<file path="src/rtl/fetch_pkg.sv">
package fetch_pkg;

  // Strobes from the thread control half to the tag-lookup datapath
  typedef struct packed {
    logic lookupEn;   // a thread was granted this cycle; start a lookup
  } fetchStrobe_t;

endpackage

</file>
<file path="src/rtl/fetch_tag_path.sv">
module fetch_tag_path
  import fetch_pkg::*;
#(
  parameter int NUM_WAYS   = 4,
  parameter int NUM_SETS   = 32,
  parameter int ADDR_W     = 32,
  parameter int LINE_BYTES = 64,
  parameter int TID_W      = 2,
  localparam int OFF_W     = $clog2(LINE_BYTES),
  localparam int IDX_W     = $clog2(NUM_SETS),
  localparam int TAG_W     = ADDR_W - OFF_W - IDX_W,
  localparam int WAY_W     = $clog2(NUM_WAYS),
  localparam int LINE_W    = ADDR_W - OFF_W
) (
  input  logic                clk,
  input  logic                rstN,
  input  fetchStrobe_t        strobe,
  input  logic [ADDR_W-1:0]   lookupPc,
  input  logic [TID_W-1:0]    lookupTid,
  input  logic                fillValid,
  input  logic [LINE_W-1:0]   fillLine,
  output logic                s1Valid,
  output logic [ADDR_W-1:0]   s1Pc,
  output logic [TID_W-1:0]    s1Tid,
  output logic                s1Miss
);

  localparam int TREE_W = NUM_WAYS - 1;

  // Tree nodes are numbered heap-style from 1; node n sits at bit n-1.
  // A node bit of 0 steers the victim search to the left child.
  function automatic logic [WAY_W-1:0] plruVictim(input logic [TREE_W-1:0] bits);
    int node;
    node = 1;
    for (int lvl = 0; lvl < WAY_W; lvl++) begin
      node = 2 * node + (bits[node-1] ? 1 : 0);
    end
    return WAY_W'(node - NUM_WAYS);
  endfunction

  function automatic logic [TREE_W-1:0] plruTouch(input logic [TREE_W-1:0] bits,
                                                  input logic [WAY_W-1:0]  way);
    logic [TREE_W-1:0] res;
    int node;
    res  = bits;
    node = int'(way) + NUM_WAYS;
    for (int lvl = 0; lvl < WAY_W; lvl++) begin
      res[(node >> 1) - 1] = ((node % 2) == 0);   // point away from the used child
      node = node >> 1;
    end
    return res;
  endfunction

  logic [TAG_W-1:0]   tagMem   [NUM_WAYS][NUM_SETS];
  logic [NUM_SETS-1:0] lineValid [NUM_WAYS];
  logic [TREE_W-1:0]  plruQ    [NUM_SETS];
  logic [TREE_W-1:0]  plruNext [NUM_SETS];

  logic [TAG_W-1:0]   tagRd    [NUM_WAYS];
  logic [NUM_WAYS-1:0] lvRd;
  logic [NUM_WAYS-1:0] hitWay;
  logic [WAY_W-1:0]   hitIdx;
  logic               anyHit;

  logic [IDX_W-1:0]   lookupIdx, fillIdx, s1Idx;
  logic [TAG_W-1:0]   fillTag, s1Tag;
  logic [WAY_W-1:0]   fillWay;
  logic               fillHere;

  assign lookupIdx = lookupPc[OFF_W +: IDX_W];
  assign fillIdx   = fillLine[IDX_W-1:0];
  assign fillTag   = fillLine[LINE_W-1:IDX_W];
  assign s1Idx     = s1Pc[OFF_W +: IDX_W];
  assign s1Tag     = s1Pc[ADDR_W-1 -: TAG_W];
  assign fillWay   = plruVictim(plruQ[fillIdx]);
  assign fillHere  = fillValid && (fillIdx == lookupIdx);

  // Stage 1: thread context register aligned with the tag read
  always_ff @(posedge clk) begin
    if (!rstN) begin
      s1Valid <= 1'b0;
      s1Pc    <= '0;
      s1Tid   <= '0;
    end else begin
      s1Valid <= strobe.lookupEn;
      s1Pc    <= lookupPc;
      s1Tid   <= lookupTid;
    end
  end

  for (genvar w = 0; w < NUM_WAYS; w++) begin : g_way
    // Tag store write
    always_ff @(posedge clk) begin
      if (fillValid && fillWay == WAY_W'(w)) tagMem[w][fillIdx] <= fillTag;
    end

    always_ff @(posedge clk) begin
      if (!rstN) lineValid[w] <= '0;
      else if (fillValid && fillWay == WAY_W'(w)) lineValid[w][fillIdx] <= 1'b1;
    end

    // Registered read with same-cycle fill forwarding
    always_ff @(posedge clk) begin
      if (fillHere && fillWay == WAY_W'(w)) tagRd[w] <= fillTag;
      else                                  tagRd[w] <= tagMem[w][lookupIdx];
    end

    always_ff @(posedge clk) begin
      if (!rstN)                                 lvRd[w] <= 1'b0;
      else if (fillHere && fillWay == WAY_W'(w)) lvRd[w] <= 1'b1;
      else                                       lvRd[w] <= lineValid[w][lookupIdx] & strobe.lookupEn;
    end

    // Stage 2: per-way compare
    assign hitWay[w] = (tagRd[w] == s1Tag) && lvRd[w];
  end

  assign anyHit = |hitWay;
  assign s1Miss = s1Valid && !anyHit;

  always_comb begin
    hitIdx = '0;
    for (int w = 0; w < NUM_WAYS; w++) begin
      if (hitWay[w]) hitIdx = WAY_W'(w);
    end
  end

  // Replacement state: hit touch first, then fill touch
  always_comb begin
    for (int s = 0; s < NUM_SETS; s++) begin
      plruNext[s] = plruQ[s];
      if (s1Valid && anyHit && s1Idx == IDX_W'(s)) plruNext[s] = plruTouch(plruNext[s], hitIdx);
      if (fillValid && fillIdx == IDX_W'(s))      plruNext[s] = plruTouch(plruNext[s], fillWay);
    end
  end

  for (genvar s = 0; s < NUM_SETS; s++) begin : g_set
    always_ff @(posedge clk) begin
      if (!rstN) plruQ[s] <= '0;
      else       plruQ[s] <= plruNext[s];
    end
  end

  // a fill of exactly the looked-up line forces a hit one cycle later
  a_r7_fill_bypass: assert property (@(posedge clk) disable iff (!rstN)
    (strobe.lookupEn && fillValid && fillLine == lookupPc[ADDR_W-1:OFF_W]) |=> (s1Valid && !s1Miss));

  // the victim way of a fill is valid afterwards
  a_r6_fill_marks_valid: assert property (@(posedge clk) disable iff (!rstN)
    fillValid |=> lineValid[$past(fillWay)][$past(fillIdx)]);

endmodule

</file>
<file path="src/rtl/fetch_thread_ctrl.sv">
module fetch_thread_ctrl
  import fetch_pkg::*;
#(
  parameter int NUM_THREADS = 4,
  parameter int ADDR_W      = 32,
  localparam int TID_W      = $clog2(NUM_THREADS)
) (
  input  logic                          clk,
  input  logic                          rstN,
  input  logic [NUM_THREADS-1:0]        threadEn,
  input  logic                          jobValid,
  input  logic [TID_W-1:0]              jobTid,
  input  logic [ADDR_W-1:0]             jobPc,
  input  logic [NUM_THREADS-1:0]        rollbackValid,
  input  logic [NUM_THREADS*ADDR_W-1:0] rollbackPc,
  input  logic                          s1Valid,
  input  logic [TID_W-1:0]              s1Tid,
  input  logic                          s1Miss,
  output fetchStrobe_t                  strobe,
  output logic [ADDR_W-1:0]             lookupPc,
  output logic [TID_W-1:0]              selTid,
  output logic                          fetchValid,
  output logic                          cacheMiss
);

  logic [ADDR_W-1:0] pcQ [NUM_THREADS];
  logic [TID_W-1:0]  lastGrant;
  logic [TID_W-1:0]  cand;
  logic              found;
  logic              anyEn;
  logic              s1Rollback;

  assign anyEn = |threadEn;

  // Round-robin search starting after the last grant
  always_comb begin
    selTid = lastGrant;
    found  = 1'b0;
    cand   = '0;
    for (int i = 1; i <= NUM_THREADS; i++) begin
      cand = TID_W'((int'(lastGrant) + i) % NUM_THREADS);
      if (!found && threadEn[cand]) begin
        selTid = cand;
        found  = 1'b1;
      end
    end
  end

  always_ff @(posedge clk) begin
    if (!rstN)      lastGrant <= TID_W'(NUM_THREADS - 1);
    else if (anyEn) lastGrant <= selTid;
  end

  assign strobe.lookupEn = anyEn;
  assign lookupPc        = pcQ[selTid];

  // Per-thread PC with fixed update priority
  for (genvar t = 0; t < NUM_THREADS; t++) begin : g_pc
    always_ff @(posedge clk) begin
      if (!rstN)
        pcQ[t] <= '0;
      else if (jobValid && jobTid == TID_W'(t))
        pcQ[t] <= jobPc;
      else if (rollbackValid[t])
        pcQ[t] <= rollbackPc[t*ADDR_W +: ADDR_W];
      else if (s1Miss && s1Valid && s1Tid == TID_W'(t))
        pcQ[t] <= pcQ[t] - ADDR_W'(4);
      else if (anyEn && selTid == TID_W'(t))
        pcQ[t] <= pcQ[t] + ADDR_W'(4);
    end
  end

  assign s1Rollback = rollbackValid[s1Tid];
  assign fetchValid = s1Valid && !s1Rollback && !s1Miss;
  assign cacheMiss  = s1Valid && !s1Rollback &&  s1Miss;

  // fetch and miss are exclusive
  a_r5_exclusive: assert property (@(posedge clk) disable iff (!rstN)
    !(fetchValid && cacheMiss));

  // a lookup in stage 2 belongs to a thread enabled when it was granted
  a_r1_enabled_grant: assert property (@(posedge clk) disable iff (!rstN)
    s1Valid |-> ((($past(threadEn)) >> s1Tid) & NUM_THREADS'(1)) != '0);

  // a job always overrides the other PC sources
  a_r2_job_loads: assert property (@(posedge clk) disable iff (!rstN)
    $past(jobValid) |-> pcQ[$past(jobTid)] == $past(jobPc));

  // an unqualified miss without job or rollback rewinds by one instruction
  a_r2_miss_rewind: assert property (@(posedge clk) disable iff (!rstN)
    $past(s1Valid && s1Miss && !rollbackValid[s1Tid] && !(jobValid && jobTid == s1Tid))
      |-> pcQ[$past(s1Tid)] == $past(pcQ[s1Tid]) - ADDR_W'(4));

endmodule

</file>
<file path="src/rtl/fetch_front.sv">
module fetch_front
  import fetch_pkg::*;
#(
  parameter int NUM_THREADS = 4,
  parameter int NUM_WAYS    = 4,
  parameter int NUM_SETS    = 32,
  parameter int ADDR_W      = 32,
  parameter int LINE_BYTES  = 64,
  localparam int TID_W      = $clog2(NUM_THREADS),
  localparam int LINE_W     = ADDR_W - $clog2(LINE_BYTES)
) (
  input  logic                          clk,
  input  logic                          rstN,
  input  logic [NUM_THREADS-1:0]        threadEn,
  input  logic                          jobValid,
  input  logic [TID_W-1:0]              jobTid,
  input  logic [ADDR_W-1:0]             jobPc,
  input  logic [NUM_THREADS-1:0]        rollbackValid,
  input  logic [NUM_THREADS*ADDR_W-1:0] rollbackPc,
  input  logic                          fillValid,
  input  logic [LINE_W-1:0]             fillLine,
  output logic                          fetchValid,
  output logic                          cacheMiss,
  output logic [ADDR_W-1:0]             fetchPc,
  output logic [TID_W-1:0]              fetchTid
);

  fetchStrobe_t      strobe;
  logic [ADDR_W-1:0] lookupPc;
  logic [TID_W-1:0]  selTid;
  logic              s1Valid;
  logic              s1Miss;

  fetch_thread_ctrl #(
    .NUM_THREADS (NUM_THREADS),
    .ADDR_W      (ADDR_W)
  ) ctrl_i (
    .clk           (clk),
    .rstN          (rstN),
    .threadEn      (threadEn),
    .jobValid      (jobValid),
    .jobTid        (jobTid),
    .jobPc         (jobPc),
    .rollbackValid (rollbackValid),
    .rollbackPc    (rollbackPc),
    .s1Valid       (s1Valid),
    .s1Tid         (fetchTid),
    .s1Miss        (s1Miss),
    .strobe        (strobe),
    .lookupPc      (lookupPc),
    .selTid        (selTid),
    .fetchValid    (fetchValid),
    .cacheMiss     (cacheMiss)
  );

  fetch_tag_path #(
    .NUM_WAYS   (NUM_WAYS),
    .NUM_SETS   (NUM_SETS),
    .ADDR_W     (ADDR_W),
    .LINE_BYTES (LINE_BYTES),
    .TID_W      (TID_W)
  ) path_i (
    .clk       (clk),
    .rstN      (rstN),
    .strobe    (strobe),
    .lookupPc  (lookupPc),
    .lookupTid (selTid),
    .fillValid (fillValid),
    .fillLine  (fillLine),
    .s1Valid   (s1Valid),
    .s1Pc      (fetchPc),
    .s1Tid     (fetchTid),
    .s1Miss    (s1Miss)
  );

endmodule

</file>
<file path="config.mk">
export PLATFORM = sky130hd
export DESIGN_NAME = fetch_front
export DESIGN_NICKNAME = d
export VERILOG_FILES = /design/src/rtl/fetch_pkg.sv /design/src/rtl/fetch_tag_path.sv /design/src/rtl/fetch_thread_ctrl.sv /design/src/rtl/fetch_front.sv
export SDC_FILE = /design/constraint.sdc
export NUM_CORES = 2
export LEC_CHECK = 0
export BUFFER_PORTS_ARGS = -buffer_cell sky130_fd_sc_hd__buf_2
export CAP_MARGIN = 30
export CELL_PAD_IN_SITES_DETAIL_PLACEMENT = 0
export CELL_PAD_IN_SITES_GLOBAL_PLACEMENT = 2
export CORE_UTILIZATION = 48
export CTS_CLUSTER_DIAMETER = 30
export DETAILED_ROUTE_END_ITERATION = 12
export PLACE_DENSITY_LB_ADDON = 0.2
export SLEW_MARGIN = 30
export SYNTH_ARGS = -nofsm -noshare
export SYNTH_HDL_FRONTEND = slang
export SYNTH_SLANG_ARGS = --single-unit
</file>
<file path="constraint.sdc">
create_clock -name clk -period 7.95 [get_ports clk]
set_clock_uncertainty 0.2 [all_clocks]
set_input_delay 0.3975 -clock clk [delete_from_list [all_inputs] [get_ports clk]]
set_output_delay 0.3975 -clock clk [all_outputs]
set_load 0.02 [all_outputs]
</file>
# Yosys cells after proc, flatten, opt, wreduce, memory -nomap -nowiden
# Memories as Yosys holds them, arrays and structs flattened.
# Cells that the tools add are included.
[classes]
add_sub_neg = 22
magnitude_cmp = 20
eq_ne = 79
muxes = 544
bitwise_logic = 188
n_reduce_logical = 125
[ops]
columns = ["cell", "n"]
rows = [
  ["$mux W672", 10],
  ["$reduce_or A672 Y1", 3],
  ["$mux W32", 20],
  ["$bmux W21 S5", 4],
  ["$bwmux W3", 128],
  ["$mux W3", 96],
  ["$mux W21", 13],
  ["$mux W1", 248],
  ["$or A1 B1 Y1", 180],
  ["$eq A5 B5 Y1 const B", 32],
  ["$lt A32 B4 Y1 const B", 5],
  ["$add A32 B3 Y32 const B", 4],
  ["$ge A32 B1 Y1 const B", 4],
  ["$logic_not A32 Y1", 4],
  ["$sub A32 B3 Y32 const B", 4],
  ["$demux W21 S5", 1],
  ["$logic_and A1 B1 Y1", 104],
  ["$eq A21 B21 Y1", 4],
  ["$eq A5 B4 Y1 const B", 16],
  ["$sub A31 B1 Y32 const B", 2],
  ["$sub A30 B1 Y31 const B", 2],
  ["$eq A5 B3 Y1 const B", 8],
  ["$sub A32 B2 Y32 const B", 1],
  ["$bmux W1 S5", 4],
  ["27 further kinds", 81],
]
[totals]
register_bits = 41
ramBits = 3124
input_bits = 200
out_inout_bits = 36
wordCells = 991
n_memories = 5
[mem_list]
columns = ["memory", "words", "word_bits", "rd", "rd_ports_with_merged_regs", "write_ports", "line", "source"]
rows = [
  ["path_i.tagMem", 4, 672, 4, 0, 1, "fetch_tag_path.sv:54", "logic [TAG_W-1:0] tagMem [NUM_WAYS][NUM_SETS];"],
  ["ctrl_i.pcQ", 4, 32, 5, 0, 4, "fetch_thread_ctrl.sv:26", "logic [ADDR_W-1:0] pcQ [NUM_THREADS];"],
  ["path_i.lineValid", 4, 32, 4, 0, 4, "fetch_tag_path.sv:55", "logic [NUM_SETS-1:0] lineValid [NUM_WAYS];"],
  ["path_i.plruQ", 32, 3, 33, 0, 32, "fetch_tag_path.sv:56", "logic [TREE_W-1:0] plruQ [NUM_SETS];"],
  ["path_i.tagRd", 4, 21, 4, 0, 4, "fetch_tag_path.sv:59", "logic [TAG_W-1:0] tagRd [NUM_WAYS];"],
]

# Logic depth before layout (Yosys ltp)
[logic_depth]
ltp_word = 22
ltp_mapped = 15

# Modules after synthesis
# From an unflattened synthesis, not the netlist that was laid out.
[hier_totals]
hier_cells = 7175
hier_area_um2 = 131049.4
[modules_own_cells]
columns = ["mod", "instances", "cells_each", "area_each_um2", "seq_area_each_um2"]
rows = [
  ["fetch_tag_path", 1, 5641, 118302.2, 88625.0],
  ["fetch_thread_ctrl", 1, 1534, 12747.2, 3883.7],
]

# Worst setup path after synthesis
# No wires, ideal clock.
[synth_path]
kind = "reg2reg"
from = "reg path_i.s1Pc[14]"
to = "mem ctrl_i.pcQ[1][10] (enable)"
setup_time_ps = 543
t_arrival_ps = 3357
t_required_ps = 7207
setup_slack_ps = 3850
path_stages_with_launch = 12
n_path_buf = 3
synth_period_minus_slack_ps = 4100
path_cell_list = "dfxtp_1 xor2_1 or4_1 nor4_1 a22oi_1 and3_1 buf_4 nand3_1 or3_1 buf_2 buf_2 nand3_1"
[synth_lines]
columns = ["element", "line", "source"]
rows = [
  ["start: declaration", "fetch_tag_path.sv:23", "output logic [ADDR_W-1:0] s1Pc,"],
  ["start signal: assignment", "fetch_tag_path.sv:86", "s1Pc <= lookupPc;"],
  ["end: declaration", "fetch_thread_ctrl.sv:26", ""],
]

==> qor.yml <==
worst_setup_path:
  rrSetupSlack_ps: 2300
  worst-r2r-cell-count: 13
  path_cells: "dlygate4sd3_1 > buf_2 > or2_1 > dlygate4sd3_1 > a21o_1 > nand2_2 > buf_4 > nand3_2 > nand2_4 > buf_4 > nand2_1 > a32oi_1 > a31oi_1 > nor4_1 > a221o_1"
  cp.arrival_ps: 6590
  worst-path-max-fanout: 61
  worst_path_max_delay_cell: "sky130_fd_sc_hd__nand2_4"
  required_time_worst_endpoint_ps: 8700
  critical_path.reg2reg.endpoint: "ctrl_i.pcQ[1][9]"
  crit_path_end_kind: "flip-flop"
  criticalPathCategory: "in2reg"
  cp-start-kind: "primary input"
  rr_startpoint: "path_i.s1Pc[14]"
  worst_path_largest_cell_delay_ps: 800
clock_tree:
  clock_path_buffers: 4
  clk_latency_ps: 1050
  cts_root_buf: "sky130_fd_sc_hd__clkbuf_16"
  cts_made_buffers: 621
  cts_htree_levels: 6
  clkSinkCount: 3165
  clkTransAtPathRegs_ps: 50
  cts_resized: 0
  cts_tree: "built"
placed_design:
  gp_routability_congestion: 0.934
  portBuffers: 235
  place.detailed.hpwl_um: 294000
  placedCellCount: 14000
  pre_cts_ws_ps: 2470
synthesis:
  synth_top_area_frac: 0.655
  post_synth_num_cell_types: 102
  synth_cells: 10500
  synth-simple-area-share: 0.144
  count_of_flip_flops_with_a_built_in_enable_after_synthesis: 2912
  synthArstFlopShare: 0
  synth_top_cells_by_area: "sky130_fd_sc_hd__edfxtp_1 65%, sky130_fd_sc_hd__nand2_1 6.0%, sky130_fd_sc_hd__dfxtp_1 3.8%"
  synth-adder-area-share: 0.000749
  dominantRegCellSynth: "sky130_fd_sc_hd__edfxtp_1"
  synthXorXnorAreaFrac: 0.0115
  synth.area.mux_share: 0.0414
  yosysSeqAreaShare: 0.693
  synth.ff_latch_count: 3165
  synth_compound_gate_area_share: 0.0855
  syn_area_um2: 134000
  synth_area_per_cell_um2: 12.7
  synth_top_family_by_area: "simple AND/OR/NAND/NOR gates"
  post-synth-top-area-cell: "sky130_fd_sc_hd__edfxtp_1"
  postSynthNetCount: 10700
  ys.warnings.count: 0
sta:
  finalCritPeriodShare: 0.735
  setup-violations-final: 0
  final.hold.worst_slack_ps: 68.2
  finalHoldViolations: 0
  grt_setup_unrepaired: "false"
  post-route-min-period_ps: 5850
  postLayoutSetupSlackWorst_ps: 2100
  timing.max_slew.rel_slack: 0.286
  setup_total_negative_slack_ps: 0
  timing.final.max_slew_violations: 0
  peak_freq_mhz: 171
  transition_time_at_the_pin_with_the_least_slew_margin_ps: 1070
min_path:
  whs_path_depth: 5
  hold_class: "in2reg"
  min_delay_worst_endpoint: "ctrl_i.pcQ[2][21]"
  holdCritStartpoint: "jobPc[21]"
cells_and_area:
  area_delta_synth_final_pct: 23.5
  fin_cells: 15500
  layout-drive-gt1-share: 0.159
  layout_common_cells: "2912 x sky130_fd_sc_hd__edfxtp_1, 2135 x sky130_fd_sc_hd__nand2_1, 708 x sky130_fd_sc_hd__nand3_1, 625 x sky130_fd_sc_hd__clkbuf_16, 453 x sky130_fd_sc_hd__mux2i_1"
  nets: 11400
  mostFrequentLayoutCell: "sky130_fd_sc_hd__edfxtp_1"
routing:
  vias_per_cell: 6.27
  vias: 97000
  drcViolationCount: 0
  drt-initial-drc-count: 12600
  drt_pre_antenna_iters: 9
  ant_nets: 0
  route.final.wire_length_um: 486000
  routed_wire_length_per_instance_um: 31.5
pwr:
  seq_power_share: 0.361
  cellLeakagePower_nw: 58.1
  power.switching_fraction: 0.294
  ir_drop_mv: 0.248
  combinationalPowerShare: 0.157
  power.switching_mw: 16.1
  power.density_cell_area_nw_per_um2: 332
  power_frac_clock: 0.482
  power_report.internal_total_mw: 38.7
die:
  die_height_um: 530
  fp.dieArea_um2: 280000
  die_width_um: 530
  placement_rows: 193
  initial_utilization: 0.483
  boundaryPins: 236
  core_region_area_um2: 276000
global_routing:
  grt-ovfl-total: 0
  number_of_global_route_vias_before_repair: 93000
  groute.usage.overall: 0.340
  grt_first_pass_wirelength_um: 681000
  initial_antenna_violation_count: 27
  grt_max_degree: 147
run:
  max_cap_violations: 0
outcome:
  run_status: "finished, final reports clean"
[cell type report]
| class | instances | area, µm² |
|---|---|---|
| flip-flops and latches | 3165 | 92500 |
| inverters | 38 | 143 |
| clock inverters | 404 | 5110 |
| multi-input cells | 6541 | 38700 |
| well taps | 3705 | 4640 |
| fillers | 21600 | 112000 |
| repair buffers | 848 | 7320 |
| clock buffers | 748 | 16400 |
| diodes | 14 | 35.0 |
[worst max path at each step]
stage | from | to | slack, ps
floorplan | path_i.s1Pc[14] | ctrl_i.pcQ[1][10] | 3850
global placement | threadEn[3] | path_i.tagRd[0][16] | 2390
detailed placement | threadEn[3] | path_i.tagRd[1][11] | 2470
CTS | threadEn[2] | path_i.tagRd[1][11] | 2360
global route | threadEn[2] | path_i.tagRd[1][11] | 2040
finish | threadEn[2] | path_i.tagRd[0][25] | 2100
[state kept, by name (all words and copies together) (netlist names)]
name and count:
ctrl_i.lastGrant 2, ctrl_i.pcQ 128, path_i.lineValid 128, path_i.lvRd 4, path_i.plruQ 96, path_i.s1Pc 32, path_i.s1Tid 2, path_i.s1Valid 1
path_i.tagMem 2688, path_i.tagRd 84
[power groups by stage]
stage / Sequential, mW / Combinational [mW] / Clock [mW]
after CTS: 19.7 / 8.46 / 26.5
after detailed placement: 20.0 / 8.27 / 0
after global routing: 19.7 / 9.11 / 27.4
after global placement: 20.0 / 8.15 / 0
final: 19.8 / 8.62 / 26.4
after floorplan: 19.2 / 5.14 / 0
[repair_timing]
item	4_1_cts	5_1_grt
endpoints found under the hold margin	1318	0
hold buffers	289	0
setup buffers	0	0
[per-stage QoR]
step	total power, mW	instance area (µm²)	utilization
4_1_cts	54.7	165000	0.596
5_1_grt	56.2	165000	0.596
6_report	54.8	165000	0.596
2_1_floorplan	24.4	134000	-
3_3_place_gp	28.1	140000	0.505
3_5_place_dp	28.2	140000	0.507
[critical path: cells and delay by family]
family	cells	cell delay, ps
compound gates	4	900
buf+inv	5	2710
simple gates	6	2530
[metal layers]
layer | global-route usage | share of wire | up-vias | wire (µm)
met5 | 0 | 0.000031 | - | 15
met4 | 0.157 | 0.049 | 2 | 23800
met3 | 0.0829 | 0.11 | 1026 | 52400
met2 | 0.522 | 0.45 | 5616 | 220000
met1 | 0.458 | 0.39 | 48900 | 190000
li1 | - | - | 41500 | -
[logic make-up (layout without fill, tap and decap cells)]
family	count (synthesis)	in the layout
and+or+nand+nor	4192	4192
other	0	14
adders and majority gates	8	8
AOI/OAI and AO/OA	1663	1663
xor gates and xnor gates	175	175
DFF	3165	3165
muxes	503	503
buffers and inverters	797	2038
[synth_stat cells, types with 62 or more instances]
cell type                  number
sky130_fd_sc_hd__a22oi_1      167
sky130_fd_sc_hd__nor2_1       368
sky130_fd_sc_hd__nand3_1      711
sky130_fd_sc_hd__o21ai_0      243
sky130_fd_sc_hd__xnor2_1      113
sky130_fd_sc_hd__nand2_1     2150
sky130_fd_sc_hd__a32oi_1       70
sky130_fd_sc_hd__and3_1       309
sky130_fd_sc_hd__nor3_1       116
sky130_fd_sc_hd__a31oi_1      200
sky130_fd_sc_hd__o21a_1        71
sky130_fd_sc_hd__edfxtp_1    2912
sky130_fd_sc_hd__a21oi_1      259
sky130_fd_sc_hd__a211oi_1     139
sky130_fd_sc_hd__xor2_1        62
sky130_fd_sc_hd__o22ai_1       95
sky130_fd_sc_hd__or4_1         77
sky130_fd_sc_hd__nand4_1      218
sky130_fd_sc_hd__clkbuf_1     499
sky130_fd_sc_hd__dfxtp_1      253
sky130_fd_sc_hd__mux2i_1      456
sky130_fd_sc_hd__buf_2        184
No activity file was read; power rests on OpenSTA's default activity.
